[config.mk]
export PLATFORM = sky130hd
export DESIGN_NAME = hsk_mac_top
export DESIGN_NICKNAME = d
export VERILOG_FILES = /design/src/rtl/hsk_pkg.sv /design/src/rtl/hsk_seq_ctrl.sv /design/src/rtl/hsk_mac_path.sv /design/src/rtl/hsk_mac_top.sv
export SDC_FILE = /design/constraint.sdc
export NUM_CORES = 1
export LEC_CHECK = 0
export ABC_AREA = 1
export BUFFER_PORTS_ARGS = -buffer_cell sky130_fd_sc_hd__clkbuf_2
export CORE_MARGIN = 2
export CORE_UTILIZATION = 30
export CTS_CLUSTER_DIAMETER = 40
export DETAILED_ROUTE_END_ITERATION = 10
export GPL_TIMING_DRIVEN = 1
export MAX_ROUTING_LAYER = met4
export PLACE_DENSITY_LB_ADDON = 0.25
export SKIP_CTS_REPAIR_TIMING = 1
export SYNTH_ARGS = -nofsm -noshare
export SYNTH_HDL_FRONTEND = slang
export SYNTH_SLANG_ARGS = --single-unit
[constraint.sdc]
create_clock -name clk_i -period 5.51 [get_ports clk_i]
set_clock_uncertainty 0.15 [all_clocks]
set_input_delay 0 -clock clk_i [delete_from_list [all_inputs] [get_ports clk_i]]
set_output_delay 0 -clock clk_i [all_outputs]
set_load 0.03 [all_outputs]
[src/rtl/hsk_pkg.sv]
package hsk_pkg;

  // Controller phases: resting, accumulating, completion cycle.
  typedef enum logic [1:0] {
    ST_IDLE = 2'd0,
    ST_RUN  = 2'd1,
    ST_DONE = 2'd2
  } hsk_state_e;

  // Width of a counter that must hold values 0 .. n-1 (at least 1 bit).
  function automatic int cnt_bits(input int n);
    return (n <= 2) ? 1 : $clog2(n);
  endfunction

endpackage

[src/rtl/hsk_seq_ctrl.sv]
module hsk_seq_ctrl
  import hsk_pkg::*;
#(
  parameter int LAT = 5,
  localparam int CW = cnt_bits(LAT)
) (
  input  logic          clk_i,
  input  logic          rst_i,
  input  logic          start_i,
  output logic          idle_o,
  output logic          cmpl_o,
  output logic          load_o,
  output logic          step_en_o,
  output logic          finish_o,
  output logic [CW-1:0] step_o
);

  localparam logic [CW-1:0] LAST_STEP = CW'(LAT - 2);

  hsk_state_e    state_q, state_d;
  logic [CW-1:0] cnt_q, cnt_d;
  logic          accept;

  // A request is accepted while resting or in the completion cycle.
  assign accept    = start_i && (state_q == ST_IDLE || state_q == ST_DONE);
  assign load_o    = accept;
  assign step_en_o = (state_q == ST_RUN);
  assign finish_o  = (state_q == ST_RUN) && (cnt_q == LAST_STEP);
  assign step_o    = cnt_q;
  assign cmpl_o    = (state_q == ST_DONE);
  assign idle_o    = (state_q == ST_IDLE) && !start_i;

  always_comb begin
    state_d = state_q;
    cnt_d   = cnt_q;
    unique case (state_q)
      ST_IDLE: begin
        if (start_i) begin
          state_d = ST_RUN;
          cnt_d   = '0;
        end
      end
      ST_RUN: begin
        if (cnt_q == LAST_STEP) begin
          state_d = ST_DONE;
        end else begin
          cnt_d = cnt_q + CW'(1);
        end
      end
      ST_DONE: begin
        if (start_i) begin
          state_d = ST_RUN;
          cnt_d   = '0;
        end else begin
          state_d = ST_IDLE;
        end
      end
      default: state_d = ST_IDLE;
    endcase
  end

  always_ff @(posedge clk_i) begin
    if (rst_i) begin
      state_q <= ST_IDLE;
      cnt_q   <= '0;
    end else begin
      state_q <= state_d;
      cnt_q   <= cnt_d;
    end
  end


  done_pulse_chk: assert property (@(posedge clk_i) disable iff (rst_i)
    cmpl_o |=> !cmpl_o);


  done_after_run_chk: assert property (@(posedge clk_i) disable iff (rst_i)
    cmpl_o |-> $past(state_q) == ST_RUN);


  restart_chk: assert property (@(posedge clk_i) disable iff (rst_i)
    (cmpl_o && start_i) |=> (state_q == ST_RUN && cnt_q == '0 && !idle_o));


  rest_after_done_chk: assert property (@(posedge clk_i) disable iff (rst_i)
    (cmpl_o && !start_i) |=> (state_q == ST_IDLE));


  begin_from_rest_chk: assert property (@(posedge clk_i) disable iff (rst_i)
    (state_q == ST_IDLE && start_i) |=> (state_q == ST_RUN && !cmpl_o));


  step_range_chk: assert property (@(posedge clk_i) disable iff (rst_i)
    (state_q == ST_RUN) |-> (cnt_q <= LAST_STEP));

endmodule

[src/rtl/hsk_mac_path.sv]
module hsk_mac_path #(
  parameter int DW = 8,
  parameter int RW = 32,
  parameter int CW = 3
) (
  input  logic          clk_i,
  input  logic          rst_i,
  input  logic [DW-1:0] din_i,
  input  logic          load_i,
  input  logic          step_en_i,
  input  logic          finish_i,
  input  logic [CW-1:0] step_i,
  input  logic          cmpl_i,
  output logic [RW-1:0] result_o
);

  logic [DW-1:0] x_q;
  logic [RW-1:0] acc_q;
  logic [RW-1:0] res_q;
  logic [CW:0]   weight;
  logic [RW-1:0] prod;
  logic [RW-1:0] sum;

  // Term k (1-based) of the series x*1 + x*2 + ... + x*(LAT-1).
  assign weight = {1'b0, step_i} + {{CW{1'b0}}, 1'b1};
  assign prod   = RW'(x_q) * RW'(weight);
  assign sum    = acc_q + prod;

  always_ff @(posedge clk_i) begin
    if (rst_i) begin
      x_q   <= '0;
      acc_q <= '0;
      res_q <= '0;
    end else begin
      if (load_i) begin
        x_q   <= din_i;
        acc_q <= '0;
      end else if (step_en_i) begin
        acc_q <= sum;
      end
      if (finish_i) begin
        res_q <= sum;
      end
    end
  end

  assign result_o = cmpl_i ? res_q : '0;


  operand_hold_chk: assert property (@(posedge clk_i) disable iff (rst_i)
    (step_en_i && !load_i) |=> $stable(x_q));


  result_gate_chk: assert property (@(posedge clk_i) disable iff (rst_i)
    !cmpl_i |-> (result_o == '0));

endmodule

[src/rtl/hsk_mac_top.sv]
module hsk_mac_top
  import hsk_pkg::*;
#(
  parameter int DW  = 8,
  parameter int RW  = 32,
  parameter int LAT = 5
) (
  input  logic          clk_i,
  input  logic          rst_i,
  input  logic          start_i,
  input  logic [DW-1:0] din_i,
  output logic          idle_o,
  output logic          ready_o,
  output logic          done_o,
  output logic [RW-1:0] result_o
);

  localparam int CW = cnt_bits(LAT);

  logic          load;
  logic          step_en;
  logic          finish;
  logic          cmpl;
  logic [CW-1:0] step;

  hsk_seq_ctrl #(.LAT(LAT)) u_ctrl (
    .clk_i     (clk_i),
    .rst_i     (rst_i),
    .start_i   (start_i),
    .idle_o    (idle_o),
    .cmpl_o    (cmpl),
    .load_o    (load),
    .step_en_o (step_en),
    .finish_o  (finish),
    .step_o    (step)
  );

  hsk_mac_path #(.DW(DW), .RW(RW), .CW(CW)) u_path (
    .clk_i     (clk_i),
    .rst_i     (rst_i),
    .din_i     (din_i),
    .load_i    (load),
    .step_en_i (step_en),
    .finish_i  (finish),
    .step_i    (step),
    .cmpl_i    (cmpl),
    .result_o  (result_o)
  );

  // In the non-overlapping form, acceptance of the next request coincides with completion.
  assign done_o  = cmpl;
  assign ready_o = cmpl;


  idle_excl_chk: assert property (@(posedge clk_i) disable iff (rst_i)
    done_o |-> !idle_o);

endmodule

### Word-level counts from Yosys, hierarchy flattened

Index checks and enable logic that the tools add are counted.

* register bits: 77
* bits in latches: 0
* memory bits (writable): 0
* bits in read-only memories: 0
* input bits: 11
* output and inout port bits: 35
* logic and storage cells: 35
* memories: 0

* add/sub/neg operators: 3
* $mul: 1
* divide/modulo/power cells: 0
* order comparisons: 0
* equal/unequal tests: 7
* shift-type cells: 0
* multiplexer cells: 8
* bitwise operators: 0
* reduce and logical (&&, ||, !) cells: 11

Operators by type and width (count)
* 32-bit by 12-bit adder with 32-bit output: 1
* 32-bit 2-to-1 mux: 1
* 8-bit by 4-bit multiplier with 12-bit output: 1
* 3-bit 2-to-1 mux: 2
* 2-bit case mux with 3 select lines: 1
* 3-bit case mux with 2 select lines: 1
* 3-bit by 1-bit adder with 4-bit output, second input constant: 1
* 2-bit 2-to-1 mux: 2
* 2-bit by 1-bit inequality test with 1-bit output, second input constant: 2
* 2-bit inequality test, second input constant: 2
* 2-bit OR reduction: 2
* 3-bit by 1-bit adder with 3-bit output, second input constant: 1
* 3-bit by 2-bit == test with 1-bit output, second input constant: 1
* 1-bit logical AND: 3
* 3-bit AND reduction: 1
* 2-bit by 1-bit == test with 1-bit output, second input constant: 1
* 2-bit == test, second input constant: 1
* 2-bit logical NOT: 1
* 2-bit AND reduction: 1
* 2-bit nonzero test: 1
* 1-bit logical NOT: 1
* 1-bit logical OR: 1
* 1-bit 2-to-1 mux: 1

### Longest topological paths before layout

* word-level depth: 4
* depth in mapped cells: 23
* gate-level depth less buffers: 22

### Modules after synthesis

From an unflattened synthesis, not the netlist that was laid out.

* cell total of the unflattened synthesis: 914
* area total of the unflattened synthesis: 5616.6 um^2

By module, submodules not included
* hsk_mac_path: times used 1, cells each 877, area each 5362.6 um^2, sequential area each 1441.4 um^2
* hsk_seq_ctrl: times used 1, cells each 36, area each 246.5 um^2, sequential area each 100.1 um^2
* hsk_mac_top: times used 1, cells each 1, area each 7.5 um^2, sequential area each 0.0 um^2

### Worst setup path after synthesis

No wires, ideal clock.

* path type: register to register
* start: register u_ctrl.cnt_q[0], in the netlist u_ctrl.step_o[0]
* end: register u_path.acc_q[16]
* library setup time: 109 ps
* data arrival time: 3906 ps
* required time: 5251 ps
* path slack: 1345 ps
* cell stages (with the launch flop): 20
* buffers on the path: 1
* period minus slack after synthesis: 4165 ps
* cell sequence: dfxtp_1 ha_1 ha_1 clkbuf_1 or2_2 fa_1 fa_1 fa_1 inv_1 ha_1 nand2_1 nand3_1 nand2_1 nand2_1 nand2_1 nand2_1 xor2_1 nand2_1 nand2_1 inv_1

* word-level cells in the longest chain between the ends: 3

RTL lines
* from (decl): RTL line hsk_seq_ctrl.sv:21 `logic [CW-1:0] cnt_q, cnt_d;`
* from (signal assigned): RTL line hsk_seq_ctrl.sv:68 `cnt_q <= cnt_d;`
* 3-bit by 1-bit adder with 4-bit output: RTL line hsk_mac_path.sv:25 `assign weight = {1'b0, step_i} + {{CW{1'b0}}, 1'b1};`
* 8-bit by 4-bit multiplier with 12-bit output: RTL line hsk_mac_path.sv:26 `assign prod = RW'(x_q) * RW'(weight);`
* 32-bit by 12-bit adder with 32-bit output: RTL line hsk_mac_path.sv:27 `assign sum = acc_q + prod;`
* to (signal assigned): RTL line hsk_mac_path.sv:39 `acc_q <= sum;`
* to (decl): RTL line hsk_mac_path.sv:18 `logic [RW-1:0] acc_q;`

No other way between the ends.
A chain may end at the register's enable or synchronous reset.

### Worst setup path in the final report

* start: register u_ctrl.cnt_q[0], in the netlist u_ctrl.step_o[0]
* end: register u_path.acc_q[8]

Same word-level chain as after synthesis.

==> metrics.txt <==
CORE AREA=between 15,000 and 20,000 µm²; Max Freq=~220 MHz; Post-DP Area=between 5000 and 6000 µm²; Hold Crit Start=start_i; max-cap check violation count=0; Crit-path slowest cell=fa_1; share of layout cells above drive strength 1=about 10%; CTS tree=done; CP startpoint kind=flip-flop; Skew-Pair Late Insertion Delay=0.35 ns; relative slew slack=between 30% and 40%; ANT cells=0; vias in the first global route=approximately 4,800; initial antenna violation count=0; hold path endpoint=u_path.x_q[5]; leading post-synthesis cells by cell area=dfxtp_1, inv_1, nand2_1; Final Cell Area=about 6300 µm²; CTS Buf Count=9; routed len/inst=between 10 and 15 µm; Fillers=between 1,500 and 2,000; synth cell count leaders=inv_1, nand2_1, nor2_1, nand3_1, dfxtp_1; grt total ovfl=0; TritonRoute pass-1 iters=5; multi-input logic area=between 2000 and 3000 µm²; asr flop ratio synth=0%; clock root cell=clkbuf_16; Synth Flop Type=dfxtp_1; post-layout minimum cycle time=~4.6 ns; Synth-to-Final Area Change=14.8%; final hold vios=0; max-slew violation count=0; Remaining DRCs=0; HPWL after DPL=10.5 mm; mean area per synthesized cell=6.31 µm²; largest stage delay on the critical path=~0.52 ns; Slew @ Worst Pin=0.984 ns; total number of yosys warnings=0; Buffers on Ports=45; Hold Crit Depth=3; vias per cell=~4.4; outcome=finished, final reports clean; Final #Nets=963; critical path type=flip-flop to flip-flop; Initial Util=around 31%; Max clock buf depth=2; setup TNS=0 ns; Data required, critical path=approximately 5.7 ns; # IOs=46; Cell Area, Synth=5470 µm²; Worst Path Arrival=between 4 and 5 ns; Worst Hold Class=input port to flip-flop; Synth top area share=28.2%; Synth Instances=approximately 870; sequential area share after synthesis=around 28%; vias=between 5,000 and 6,000; synthesized net count=approximately 900; Die X=139 µm; crit path capture type=flip-flop; Lkg Pwr=around 3.2 nW; worst reg2reg endpoint=u_path.acc_q[8]; die height=139 µm; routability congestion estimate=around 0.84; reg2reg path depth=15; die area=between 15,000 and 20,000 µm²; clock transition at the registers of the reported paths=around 0.06 ns; Synth cell types=31; R2R setup slack=approximately 0.9 ns; DRT iter0 DRCs=260; Post-synth EDFFs=0; first-pass GRT wire length=about 24 mm; total track usage=approximately 16%; power per cell area=222 nW/µm²; final setup vio count=0; most common cell in the netlist=inv_1; H-tree depth=3; largest net degree at the start of global routing=38; crit path max fanout=9; worst path cell trace=ha_1 -> ha_1 -> or2_2 -> fa_1 -> fa_1 -> fa_1 -> inv_1 -> ha_1 -> nand2_1 -> nand3_1 -> nand2_1 -> nand2_1 -> xor2_1 -> o21ai_0 -> inv_1; Register Area=between 1500 and 2000 µm²; unrepaired setup endpoints after global routing=no; ANT nets after route=0; register bit total from synthesis=77; Period Utilization, post-route=roughly 84%; R2R Path Start=u_ctrl.step_o[0]; clock sink total=a little under 80; Synth area leader=dfxtp_1; total wire length=between 10 and 15 mm; row count=49; VDD IR-drop max=151 µV
[worst max-delay path: cells and delay by family, from the launching register on]
kind / cells / cell delay [ns]
AO/OA/AOI/OAI: 1 / 0.14
XOR/XNOR: 1 / 0.40
adder cells (fa/ha/maj): 6 / 2.52
buffers and inverters: 2 / 0.12
flip-flops: 1 / 0.40
AND/OR/NAND/NOR: 5 / 0.83
[flip-flops by register name, indices dropped and copies added (netlist names)]
signal / flops
u_ctrl.state_q: 2
u_ctrl.step_o: 3
u_path.acc_q: 32
u_path.res_q: 32
u_path.x_q: 8
[how the worst max path moves through the flow]
stage | start | endpoint | slack, ns
after CTS | u_ctrl.step_o[0] | u_path.res_q[21] | 0.91
final | u_ctrl.step_o[0] | u_path.acc_q[8] | 0.90
after floorplan | u_ctrl.step_o[0] | u_path.acc_q[16] | 1.34
after detailed placement | u_ctrl.step_o[0] | u_path.res_q[21] | 0.92
after global placement | u_ctrl.step_o[0] | u_path.res_q[21] | 0.96
after global routing | u_ctrl.step_o[0] | u_path.res_q[21] | 0.58
[kinds of logic after synthesis]
logic type / share of synthesized area (%)
and+or+nand+nor: 29.2
AOI/OAI and AO/OA: 10.5
xor gates and xnor gates: 1.44
DFF: 28.2
adders and majority gates: 13.2
buffers and inverters: 17.6
[area by class of cell]
type / count / share of cell area (%)
Timing Repair Buffer: 55 / 5.10
Clock buffer: 12 / 4.25
Tap cell: 229 / 4.56
Clock inverter: 4 / 0.718
Inverter: 227 / 13.6
Sequential cell: 77 / 24.6
Multi-Input combinational cell: 537 / 47.2
[stage by stage]
step | hold slack, ns | utilization, % | cells | setup WS [ns] | power, W
after global placement | 0.136 | 32.9 | 1117 | 0.957 | 0.000782
final | 0.0138 | 35.1 | 1141 | 0.903 | 0.00140
after CTS | -0.218 | 34.6 | 1133 | 0.907 | 0.00141
after floorplan | -0.0375 | - | 867 | 1.34 | 0.000733
after global routing | 0.0508 | 35.1 | 1141 | 0.580 | 0.00147
after detailed placement | 0.144 | 32.9 | 1117 | 0.918 | 0.000781
[layer usage]
| layer | up-vias | wire length, µm | global-route usage (%) |
|---|---|---|---|
| met1 | 2251 | 7380 | 21.4 |
| li1 | 2697 | - | - |
| met3 | 12 | 382 | 1.93 |
| met4 | 0 | 199 | 5.21 |
| met5 | - | 0 | - |
| met2 | 79 | 6000 | 23.8 |
[report_power, final]
part / switching [W] / internal, W
logic: 0.000121 / 0.0000581
clock network: 0.000236 / 0.000385
registers: 0.0000172 / 0.000577
total: 0.000375 / 0.00102
[cell usage in the layout (no fill, tap or decap), types with 4 or more instances in the layout]
cell,n
a21oi_1,73
clkbuf_16,9
clkbuf_2,45
dfxtp_1,77
dlygate4sd3_1,8
fa_1,21
ha_1,24
inv_1,217
inv_2,10
nand2_1,174
nand2_2,8
nand3_1,81
nand4_1,4
nor2_1,84
nor2_2,4
nor3_1,6
o211ai_1,4
o21ai_0,30
xor2_1,8
No activity file was read; power rests on OpenSTA's default activity.
